## src/rtl/rngcmp_pkg.sv

```systemverilog
package rngcmp_pkg;

  // Order of the key against one bound, resolved stride by stride.
  typedef enum logic [1:0] {
    ORD_EQ = 2'b00,   // all strides so far equal
    ORD_GT = 2'b01,   // key already known greater than bound
    ORD_LT = 2'b10    // key already known smaller than bound
  } ord_t;

  // One stride step: a decided state is kept, an undecided one is
  // resolved by the current stride values (zero-extended by the caller).
  function automatic ord_t ord_step(ord_t prev, logic [31:0] key_s,
                                    logic [31:0] bnd_s);
    ord_t res;
    if (prev != ORD_EQ)      res = prev;
    else if (key_s > bnd_s)  res = ORD_GT;
    else if (key_s < bnd_s)  res = ORD_LT;
    else                     res = ORD_EQ;
    return res;
  endfunction

  // Inclusive lower bound test: fails only when the key is below.
  function automatic logic lo_pass(logic [1:0] st);
    return st != ORD_LT;
  endfunction

  // Inclusive upper bound test: fails only when the key is above.
  function automatic logic hi_pass(logic [1:0] st);
    return st != ORD_GT;
  endfunction

endpackage

```

## src/rtl/rngcmp_bank.sv

```systemverilog
module rngcmp_bank #(
  parameter int N     = 8,
  parameter int W     = 16,
  parameter int IDX_W = 3
) (
  input  logic                    clk,
  input  logic                    rst_n,
  input  logic                    wr_en,
  input  logic                    wr_upper,
  input  logic [IDX_W-1:0]        wr_rule,
  input  logic [W-1:0]            wr_val,
  output logic [N-1:0][W-1:0]     lo_q,
  output logic [N-1:0][W-1:0]     hi_q
);

  for (genvar r = 0; r < N; r++) begin : g_rule
    logic sel;
    assign sel = wr_en && (wr_rule == IDX_W'(r));

    always_ff @(posedge clk) begin
      if (!rst_n) begin
        lo_q[r] <= '0;
        hi_q[r] <= '1;
      end else if (sel) begin
        if (wr_upper) hi_q[r] <= wr_val;
        else          lo_q[r] <= wr_val;
      end
    end
  end

endmodule

```

## src/rtl/rngcmp_stage.sv

```systemverilog
module rngcmp_stage
  import rngcmp_pkg::*;
#(
  parameter int N = 8,
  parameter int W = 16,
  parameter int K = 4
) (
  input  logic                 clk,
  input  logic                 rst_n,
  input  logic                 in_vld,
  input  logic [W-1:0]         in_key,
  input  logic [N-1:0]         in_vec,
  input  logic [N-1:0][1:0]    in_lo_st,
  input  logic [N-1:0][1:0]    in_hi_st,
  input  logic [N-1:0][K-1:0]  lo_s,
  input  logic [N-1:0][K-1:0]  hi_s,
  output logic                 out_vld,
  output logic [W-1:0]         out_key,
  output logic [N-1:0]         out_vec,
  output logic [N-1:0][1:0]    out_lo_st,
  output logic [N-1:0][1:0]    out_hi_st
);

  // The key arrives left-aligned: its top K bits are this stage's stride.
  logic [K-1:0]        key_s;
  logic [N-1:0][1:0]   nxt_lo;
  logic [N-1:0][1:0]   nxt_hi;

  assign key_s = in_key[W-1 -: K];

  always_comb begin
    for (int r = 0; r < N; r++) begin
      nxt_lo[r] = ord_step(ord_t'(in_lo_st[r]), 32'(key_s), 32'(lo_s[r]));
      nxt_hi[r] = ord_step(ord_t'(in_hi_st[r]), 32'(key_s), 32'(hi_s[r]));
    end
  end

  always_ff @(posedge clk) begin
    if (!rst_n) begin
      out_vld   <= 1'b0;
      out_key   <= '0;
      out_vec   <= '0;
      out_lo_st <= '0;
      out_hi_st <= '0;
    end else begin
      out_vld   <= in_vld;
      out_key   <= in_key << K;
      out_vec   <= in_vld ? in_vec : '0;
      out_lo_st <= nxt_lo;
      out_hi_st <= nxt_hi;
    end
  end

endmodule

```

## src/rtl/port_range_match.sv

```systemverilog
module port_range_match
  import rngcmp_pkg::*;
#(
  parameter int FIELD_W   = 16,
  parameter int STRIDE_W  = 4,
  parameter int NUM_RULES = 8
) (
  input  logic                                            clk,
  input  logic                                            rst_n,
  input  logic                                            cfg_we,
  input  logic                                            cfg_upper,
  input  logic [((NUM_RULES > 1) ? $clog2(NUM_RULES) : 1)-1:0] cfg_rule,
  input  logic [FIELD_W-1:0]                              cfg_data,
  input  logic                                            in_valid,
  input  logic [FIELD_W-1:0]                              in_key,
  input  logic [NUM_RULES-1:0]                            in_vec,
  output logic                                            out_valid,
  output logic [NUM_RULES-1:0]                            out_vec
);

  localparam int NSTG  = FIELD_W / STRIDE_W;
  localparam int RIDX_W = (NUM_RULES > 1) ? $clog2(NUM_RULES) : 1;

  // Bound registers
  logic [NUM_RULES-1:0][FIELD_W-1:0] lo_q;
  logic [NUM_RULES-1:0][FIELD_W-1:0] hi_q;

  rngcmp_bank #(.N(NUM_RULES), .W(FIELD_W), .IDX_W(RIDX_W)) u_bank (
    .clk      (clk),
    .rst_n    (rst_n),
    .wr_en    (cfg_we),
    .wr_upper (cfg_upper),
    .wr_rule  (cfg_rule),
    .wr_val   (cfg_data),
    .lo_q     (lo_q),
    .hi_q     (hi_q)
  );

  // Pipeline chain: index 0 is the block input, index s+1 the output of stage s.
  wire [NSTG:0]                         ch_vld;
  wire [NSTG:0][FIELD_W-1:0]            ch_key;
  wire [NSTG:0][NUM_RULES-1:0]          ch_vec;
  wire [NSTG:0][NUM_RULES-1:0][1:0]     ch_lo;
  wire [NSTG:0][NUM_RULES-1:0][1:0]     ch_hi;

  assign ch_vld[0] = in_valid;
  assign ch_key[0] = in_key;
  assign ch_vec[0] = in_vec;
  assign ch_lo[0]  = '0;   // every bound starts undecided
  assign ch_hi[0]  = '0;

  for (genvar s = 0; s < NSTG; s++) begin : g_stg
    localparam int MSB = FIELD_W - 1 - s * STRIDE_W;
    logic [NUM_RULES-1:0][STRIDE_W-1:0] lo_s;
    logic [NUM_RULES-1:0][STRIDE_W-1:0] hi_s;

    for (genvar r = 0; r < NUM_RULES; r++) begin : g_slc
      assign lo_s[r] = lo_q[r][MSB -: STRIDE_W];
      assign hi_s[r] = hi_q[r][MSB -: STRIDE_W];
    end

    rngcmp_stage #(.N(NUM_RULES), .W(FIELD_W), .K(STRIDE_W)) u_stage (
      .clk       (clk),
      .rst_n     (rst_n),
      .in_vld    (ch_vld[s]),
      .in_key    (ch_key[s]),
      .in_vec    (ch_vec[s]),
      .in_lo_st  (ch_lo[s]),
      .in_hi_st  (ch_hi[s]),
      .lo_s      (lo_s),
      .hi_s      (hi_s),
      .out_vld   (ch_vld[s+1]),
      .out_key   (ch_key[s+1]),
      .out_vec   (ch_vec[s+1]),
      .out_lo_st (ch_lo[s+1]),
      .out_hi_st (ch_hi[s+1])
    );
  end

  // Range hit per rule after the last stride, named for the checker.
  logic [NUM_RULES-1:0] rng_hit;

  always_comb begin
    for (int r = 0; r < NUM_RULES; r++)
      rng_hit[r] = lo_pass(ch_lo[NSTG][r]) & hi_pass(ch_hi[NSTG][r]);
  end

  always_ff @(posedge clk) begin
    if (!rst_n) begin
      out_valid <= 1'b0;
      out_vec   <= '0;
    end else begin
      out_valid <= ch_vld[NSTG];
      out_vec   <= ch_vld[NSTG] ? (ch_vec[NSTG] & rng_hit) : '0;
    end
  end

endmodule

```

## config.mk

```make
export PLATFORM = sky130hd
export DESIGN_NAME = port_range_match
export DESIGN_NICKNAME = d
export VERILOG_FILES = /design/src/rtl/rngcmp_pkg.sv /design/src/rtl/rngcmp_bank.sv /design/src/rtl/rngcmp_stage.sv /design/src/rtl/port_range_match.sv
export SDC_FILE = /design/constraint.sdc
export NUM_CORES = 1
export LEC_CHECK = 0
export ABC_CLOCK_PERIOD_IN_PS = 2400
export BUFFER_PORTS_ARGS = -buffer_cell sky130_fd_sc_hd__buf_2
export CORE_AREA = 2 2 184 222
export CTS_BUF_LIST = sky130_fd_sc_hd__clkbuf_8
export DETAILED_ROUTE_END_ITERATION = 10
export DIE_AREA = 0 0 186 224
export MAX_ROUTING_LAYER = met4
export PLACE_DENSITY = 0.69
export SLEW_MARGIN = 30
export SYNTH_ARGS = -nofsm -noshare
export SYNTH_HDL_FRONTEND = slang
export SYNTH_SLANG_ARGS = --single-unit
```

## constraint.sdc

```tcl
create_clock -name clk -period 2.4 [get_ports clk]
set_input_delay 0.36 -clock clk [delete_from_list [all_inputs] [get_ports clk]]
set_output_delay 0.36 -clock clk [all_outputs]
set_load 0.01 [all_outputs]
```

---- Word level (Yosys, flattened, before mapping) ----
Index checks and enable logic that the tools add are counted.
word-level totals
  RAM bits ................................ 0
  register bits after elaboration ......... 473
  ROM bits ................................ 0
  input port bits ......................... 48
  logic and storage cells ................. 543
  memories ................................ 0
  output and inout bits ................... 9
  latch bits .............................. 0
cells by class
  multipliers ............................. 0
  bitwise logic cells ..................... 11
  divide/modulo/power cells ............... 0
  equal/unequal tests ..................... 23
  magnitude comparators ................... 128
  add/sub/neg operators ................... 0
  reduce and logical (&&, ||, !) cells .... 94
  shift-type cells ........................ 0
  multiplexer cells ....................... 176
operator list
  kind                number
  $mux 2              160
  $gt 4x4->1          64
  $lt 4x4->1          64
  $reduce_bool 2->1   48
  $reduce_and 2->1    21
  $reduce_or 2->1     16
  $mux 1              16
  $ne 2x1->1 const B  8
  $ne 2x2->1 const B  8
  $eq 3x3->1 const B  4
  $and 1x1->1         8
  $and 8x8->8         1
  $logic_and 1x1->1   8
  $eq 3x2->1 const B  2
  $eq 3x1->1 const B  1
  $logic_not 3->1     1
  $not 1->1           2

---- Longest topological paths before layout ----
  word-level depth ........................ 4
  gate-level depth with buffers ........... 7
  gate-level depth less buffers ........... 5

---- Hierarchy ----
From an unflattened synthesis, not the netlist that was laid out.
second synthesis, totals
  cell total of the unflattened synthesis .. 2325
  area total of the unflattened synthesis .. 23463.8 um^2
modules (own cells, without submodules)
  module            instances  cells each  area each (um^2)
  rngcmp_stage      4          342         3299.4
  rngcmp_bank       1          921         9894.5
  port_range_match  1          36          371.6

---- Worst setup path before layout ----
OpenSTA, ideal clock, no wires.
  path kind ............................... input port to flip-flop
  start ................................... input cfg_rule[0] in the netlist's numbering
  end ..................................... register u_bank.lo_q[86] in the netlist's numbering
  stages .................................. 6
  setup time .............................. 0.073 ns
  setup slack ............................. 0.799 ns
  arrival time ............................ 1.528 ns
  path buffers ............................ 3
  path through ............................ buf_4 > nor2b_1 > nor3b_1 > buf_2 > buf_4 > mux2i_1
between the ends
  longest elaborated chain between the ends .. 3
ends and longest elaborated chain
  item                               RTL line                RTL
  start, declared                    port_range_match.sv:12  input logic [((NUM_RULES > 1) ? $clog2(NUM_RULES) : 1)-1:0] cfg_rule,
  $eq 3x3->1                         rngcmp_bank.sv:18       assign sel = wr_en && (wr_rule == IDX_W'(r));
  $logic_and 1x1->1                  rngcmp_bank.sv:18
  $reduce_and 2->1 (no source line)  n/a
  end signal, assigned by index      rngcmp_bank.sv:26       else lo_q[r] <= wr_val;
  end, declared                      rngcmp_bank.sv:12       output logic [N-1:0][W-1:0] lo_q,
No other way between the ends.
A chain may end at the register's enable or synchronous reset.

---- Worst setup path after layout ----
  start ................................... register g_stg[1].u_stage.out_key[14]
  end ..................................... register g_stg[2].u_stage.out_hi_st[12] in the netlist's numbering
between the ends
  longest elaborated chain between the ends .. 3
ends and longest elaborated chain
  item                    RTL line            RTL
  start, declared         rngcmp_stage.sv:18  output logic [W-1:0] out_key,
  start signal, assigned  rngcmp_stage.sv:47  out_key <= in_key << K;
  $gt 4x4->1              rngcmp_pkg.sv:16    else if (key_s > bnd_s) res = ORD_GT;
  $mux 2                  rngcmp_pkg.sv:16
  $mux 2                  rngcmp_pkg.sv:15    if (prev != ORD_EQ) res = prev;
  end signal, assigned    rngcmp_stage.sv:50  out_hi_st <= nxt_hi;
  end, declared           rngcmp_stage.sv:21  output logic [N-1:0][1:0] out_hi_st
No other way between the ends.

==> results.sh <==
export IMPL_first_iter_violations=749
export IMPL_maxCapViolations=0
export IMPL_detail_route_antenna_nets=0
export IMPL_power_share_switching_pct=25.0
export IMPL_r2r_slack_ns=0.60
export IMPL_antennaDiodeCount=0
export IMPL_layout_cells_non_filler=2912
export IMPL_timing_final_max_slew_violations=0
export IMPL_muxShareOfSynthArea_pct=11.4
export IMPL_synth_simple_gate_area_share_pct=12.2
export IMPL_finalHoldViolCount=0
export IMPL_ioPinCount=57
export IMPL_whs_ns=0.0333
export IMPL_kind_of_end_point_of_the_critical_path="flop"
export IMPL_timing_critical_path_arrival_ns=2.31
export IMPL_p_int_mw=11.6
export IMPL_cts_sinks=453
export IMPL_worst_clock_skew_ns=0.0231
export IMPL_die_area_mm2=0.0417
export IMPL_crit_fanout=12
export IMPL_worst_path_stages=5
export IMPL_main_combinational_cell_family_by_area_after_synthesis="adder cells"
export IMPL_routed_via_density=5.54
export IMPL_maxSlewHeadroom_pct=53.5
export IMPL_synth_xor_xnor_area_share_pct=0
export IMPL_commonest_cells_post_synth="sky130_fd_sc_hd__dfxtp_1 (453), sky130_fd_sc_hd__ha_1 (256), sky130_fd_sc_hd__inv_1 (253)"
export IMPL_numCtsBuffers=73
export IMPL_hpwlAfterDp_um=33900
export IMPL_routed_wl_um=48700
export IMPL_clockRootBuffer="sky130_fd_sc_hd__clkbuf_8"
export IMPL_endpoint="g_stg[2].u_stage.out_hi_st[12]"
export IMPL_final_seq_area_mm2=0.00907
export IMPL_synthesis_area_per_instance_um2=9.73
export IMPL_ys_dominant_reg_cell="sky130_fd_sc_hd__dfxtp_1"
export IMPL_crit_reg2reg_capture="g_stg[2].u_stage.out_hi_st[12]"
export IMPL_hold_path_class="in2reg"
export IMPL_cts_htree_levels=3
export IMPL_synth_top_cells_by_area="sky130_fd_sc_hd__dfxtp_1 (42%), sky130_fd_sc_hd__ha_1 (15%), sky130_fd_sc_hd__mux2i_1 (11%)"
export IMPL_final_util_pct=61.0
export IMPL_gp_congestion=0.838
export IMPL_filler_cell_count=3352
export IMPL_worstSetupStartpointType="flop"
export IMPL_post_route_period_util_pct=74.8
export IMPL_route_detailed_wl_per_inst_um=16.7
export IMPL_post_route_cells_drive_above_1_share_pct=9.54
export IMPL_timing_setup_critical_path_class="reg2reg"
export IMPL_synth_compound_area_share_pct=13.0
export IMPL_reg2regPathDepth=5
export IMPL_ys_warn_count=0
export IMPL_chipHeight_um=224
export IMPL_grt_overflow_total=0
export IMPL_synth_async_reset_ratio_pct=0
export IMPL_cp_num_buf_inv=1
export IMPL_totalPowerFinal_mw=15.5
export IMPL_flow_area_growth_from_synthesis_pct=12.2
export IMPL_core_region_area_mm2=0.0395
export IMPL_max_vdd_ir_drop_v=0.000355
export IMPL_clockBufferDepth=3
export IMPL_timing_critical_path_slowest_stage_cell="sky130_fd_sc_hd__dfxtp_1"
export IMPL_r2r_start="g_stg[1].u_stage.out_key[14]"
export IMPL_post_synth_top_area_fraction_pct=42.2
export IMPL_cts_setup_buffers=0
export IMPL_cts_tree="done"
export IMPL_antenna_violations_before_repair=0
export IMPL_grt_setup_unrepaired="false"
export IMPL_timing_final_crit_period_ns=1.80
export IMPL_cp_top_family="flip-flops"
export IMPL_synth_distinct_cells=39
export IMPL_grt_pass1_vias=16382
export IMPL_syn_inst=2209
export IMPL_worstPathRequired_ns=2.92
export IMPL_status="completed"
export IMPL_setup_violators_final=0
export IMPL_grt_usage_pct=24.6
export IMPL_totalNegativeSetupSlack_ns=0
export IMPL_firstDrtPassIters=5
export IMPL_clock_transition_at_the_register_clock_pins_on_the_worst_setup_and_hold_paths_after_cts_ns=0.06
export IMPL_synth_seq_cells=453
export IMPL_combinational_share_of_power_pct=9.1
export IMPL_place_inst=2766
export IMPL_grt_max_degree=103
export IMPL_number_of_enable_flip_flop_cells_after_synthesis=0
export IMPL_net_switching_power_mw=3.88
export IMPL_powerDensity_mw_per_mm2=642
export IMPL_initial_core_utilization_pct=54.4
export IMPL_post_cts_resized=0
export IMPL_vias=16142
export IMPL_synth_fa_ha_area_share_pct=14.9
export IMPL_multi_input_comb_area_mm2=0.0111
export IMPL_max_freq_mhz=557
export IMPL_final_net_count=2632
export IMPL_drc_errors=0
export IMPL_max_stage_delay_ns=0.76
export IMPL_worst_setup_path_startpoint="g_stg[1].u_stage.out_key[14]"
export IMPL_static_leakage_power_nw=12.3
export IMPL_crit_path_cell_trace="buf_4 > ha_1 > nand4_1 > a21oi_1 > a211oi_1"
export IMPL_worst_skew_pair_late_latency_ns=0.62
export IMPL_synth_fp_nets=2513
export IMPL_die_width_um=186
export IMPL_post_synth_instance_area_mm2=0.0215
export IMPL_seqPwrFrac_pct=51.0
export IMPL_grt_first_pass_wirelength_um=79800
export IMPL_core_rows=80
export IMPL_power_clock_fraction_pct=40.0
export IMPL_synth_sequential_area_ratio_pct=42.2
export IMPL_cell_type_with_the_highest_aggregate_area_in_the_netlist="sky130_fd_sc_hd__dfxtp_1"
export IMPL_worst_slew_pin_slew_ns=0.697
export IMPL_port_buffers=56
export IMPL_yosys_cell_count_top_type="sky130_fd_sc_hd__dfxtp_1"
==> per-stage QoR <==
stage | cell area [µm²] | worst slack [ns]
after floorplan | 21500 | 0.799
after global placement | 22600 | 0.633
after detailed placement | 22600 | 0.549
after CTS | 24100 | 0.594
after global routing | 24100 | 0.516
final | 24100 | 0.605
==> kinds of logic after synthesis <==
kind of cell,Yosys count
flip-flops,453
buffers and inverters,347
multiplexers,244
adder cells (fa/ha/maj),256
AO/OA/AOI/OAI,383
AND/OR/NAND/NOR,526
==> layer usage <==
metal | up-vias | track usage [%] | wire (µm)
li1 | 8009 | - | -
met1 | 7713 | 29.9 | 22000
met2 | 301 | 40.6 | 23600
met3 | 119 | 4.18 | 1680
met4 | 0 | 9.27 | 1430
met5 | - | - | 0
==> sequential cells by signal, summed over array words and instances (netlist names) <==
| name | cells |
|---|---|
| g_stg.u_stage.out_vld | 4 |
| out_valid | 1 |
| g_stg.u_stage.out_key | 24 |
| out_vec | 8 |
| u_bank.hi_q | 128 |
| g_stg.u_stage.out_lo_st | 64 |
| g_stg.u_stage.out_vec | 32 |
| g_stg.u_stage.out_hi_st | 64 |
| u_bank.lo_q | 128 |
==> power groups by stage <==
| stage | sequential (mW) | combinational, mW | clock, mW |
|---|---|---|---|
| after floorplan | 8.02 | 0.930 | 0 |
| after global placement | 8.04 | 1.30 | 0 |
| after detailed placement | 8.05 | 1.37 | 0 |
| after CTS | 7.89 | 1.40 | 6.36 |
| after global routing | 7.91 | 1.57 | 6.71 |
| final | 7.89 | 1.40 | 6.19 |
==> layout by cell type, fill, tap and decap left out, types with 5 or more instances in the layout <==
| cell type | instances |
|---|---|
| sky130_fd_sc_hd__nand2_1 | 166 |
| sky130_fd_sc_hd__inv_1 | 282 |
| sky130_fd_sc_hd__a21oi_1 | 77 |
| sky130_fd_sc_hd__nand4_1 | 31 |
| sky130_fd_sc_hd__and3_1 | 60 |
| sky130_fd_sc_hd__o2111ai_1 | 48 |
| sky130_fd_sc_hd__nor3_1 | 8 |
| sky130_fd_sc_hd__buf_12 | 5 |
| sky130_fd_sc_hd__dlygate4sd3_1 | 20 |
| sky130_fd_sc_hd__o211a_1 | 48 |
| sky130_fd_sc_hd__clkinv_2 | 7 |
| sky130_fd_sc_hd__o211ai_1 | 61 |
| sky130_fd_sc_hd__nor2b_1 | 83 |
| sky130_fd_sc_hd__buf_2 | 55 |
| sky130_fd_sc_hd__ha_1 | 256 |
| sky130_fd_sc_hd__a211oi_1 | 63 |
| sky130_fd_sc_hd__clkbuf_8 | 87 |
| sky130_fd_sc_hd__mux2i_1 | 244 |
| sky130_fd_sc_hd__and2_1 | 31 |
| sky130_fd_sc_hd__dfxtp_1 | 453 |
| sky130_fd_sc_hd__o21ai_0 | 41 |
| sky130_fd_sc_hd__nor2_1 | 124 |
| sky130_fd_sc_hd__a31oi_1 | 12 |
| sky130_fd_sc_hd__buf_4 | 56 |
| sky130_fd_sc_hd__a41oi_1 | 33 |
==> repair_timing <==
| item | in CTS | in global routing |
|---|---|---|
| hold endpoints to repair | 20 | 0 |
| endpoints found under the setup margin | 0 | 0 |
| hold buffers | 20 | 0 |
==> how the worst min path moves through the flow <==
stage	start	end	slack, ns	depth (start not counted)
detailed placement	g_stg[0].u_stage.out_key[5]	g_stg[1].u_stage.out_key[9]	0.42	1
global placement	g_stg[1].u_stage.out_key[11]	g_stg[2].u_stage.out_key[15]	0.42	1
global route	in_valid	g_stg[0].u_stage.out_vld	0.01	2
finish	in_valid	g_stg[0].u_stage.out_vld	0.03	2
CTS	in_valid	g_stg[0].u_stage.out_vld	0.006	2
floorplan	g_stg[0].u_stage.out_key[6]	g_stg[1].u_stage.out_key[10]	0.41	1
==> area by class of cell <==
cell class	instances	share of cell area, %
inverters	254	3.96
repair buffers	137	4.19
flip-flops and latches	453	37.6
clock inverters	39	0.690
clock buffers	87	4.96
well taps	533	2.76
multi-input cells	1409	45.8
Note: power is estimated with default switching activity, not from simulation.
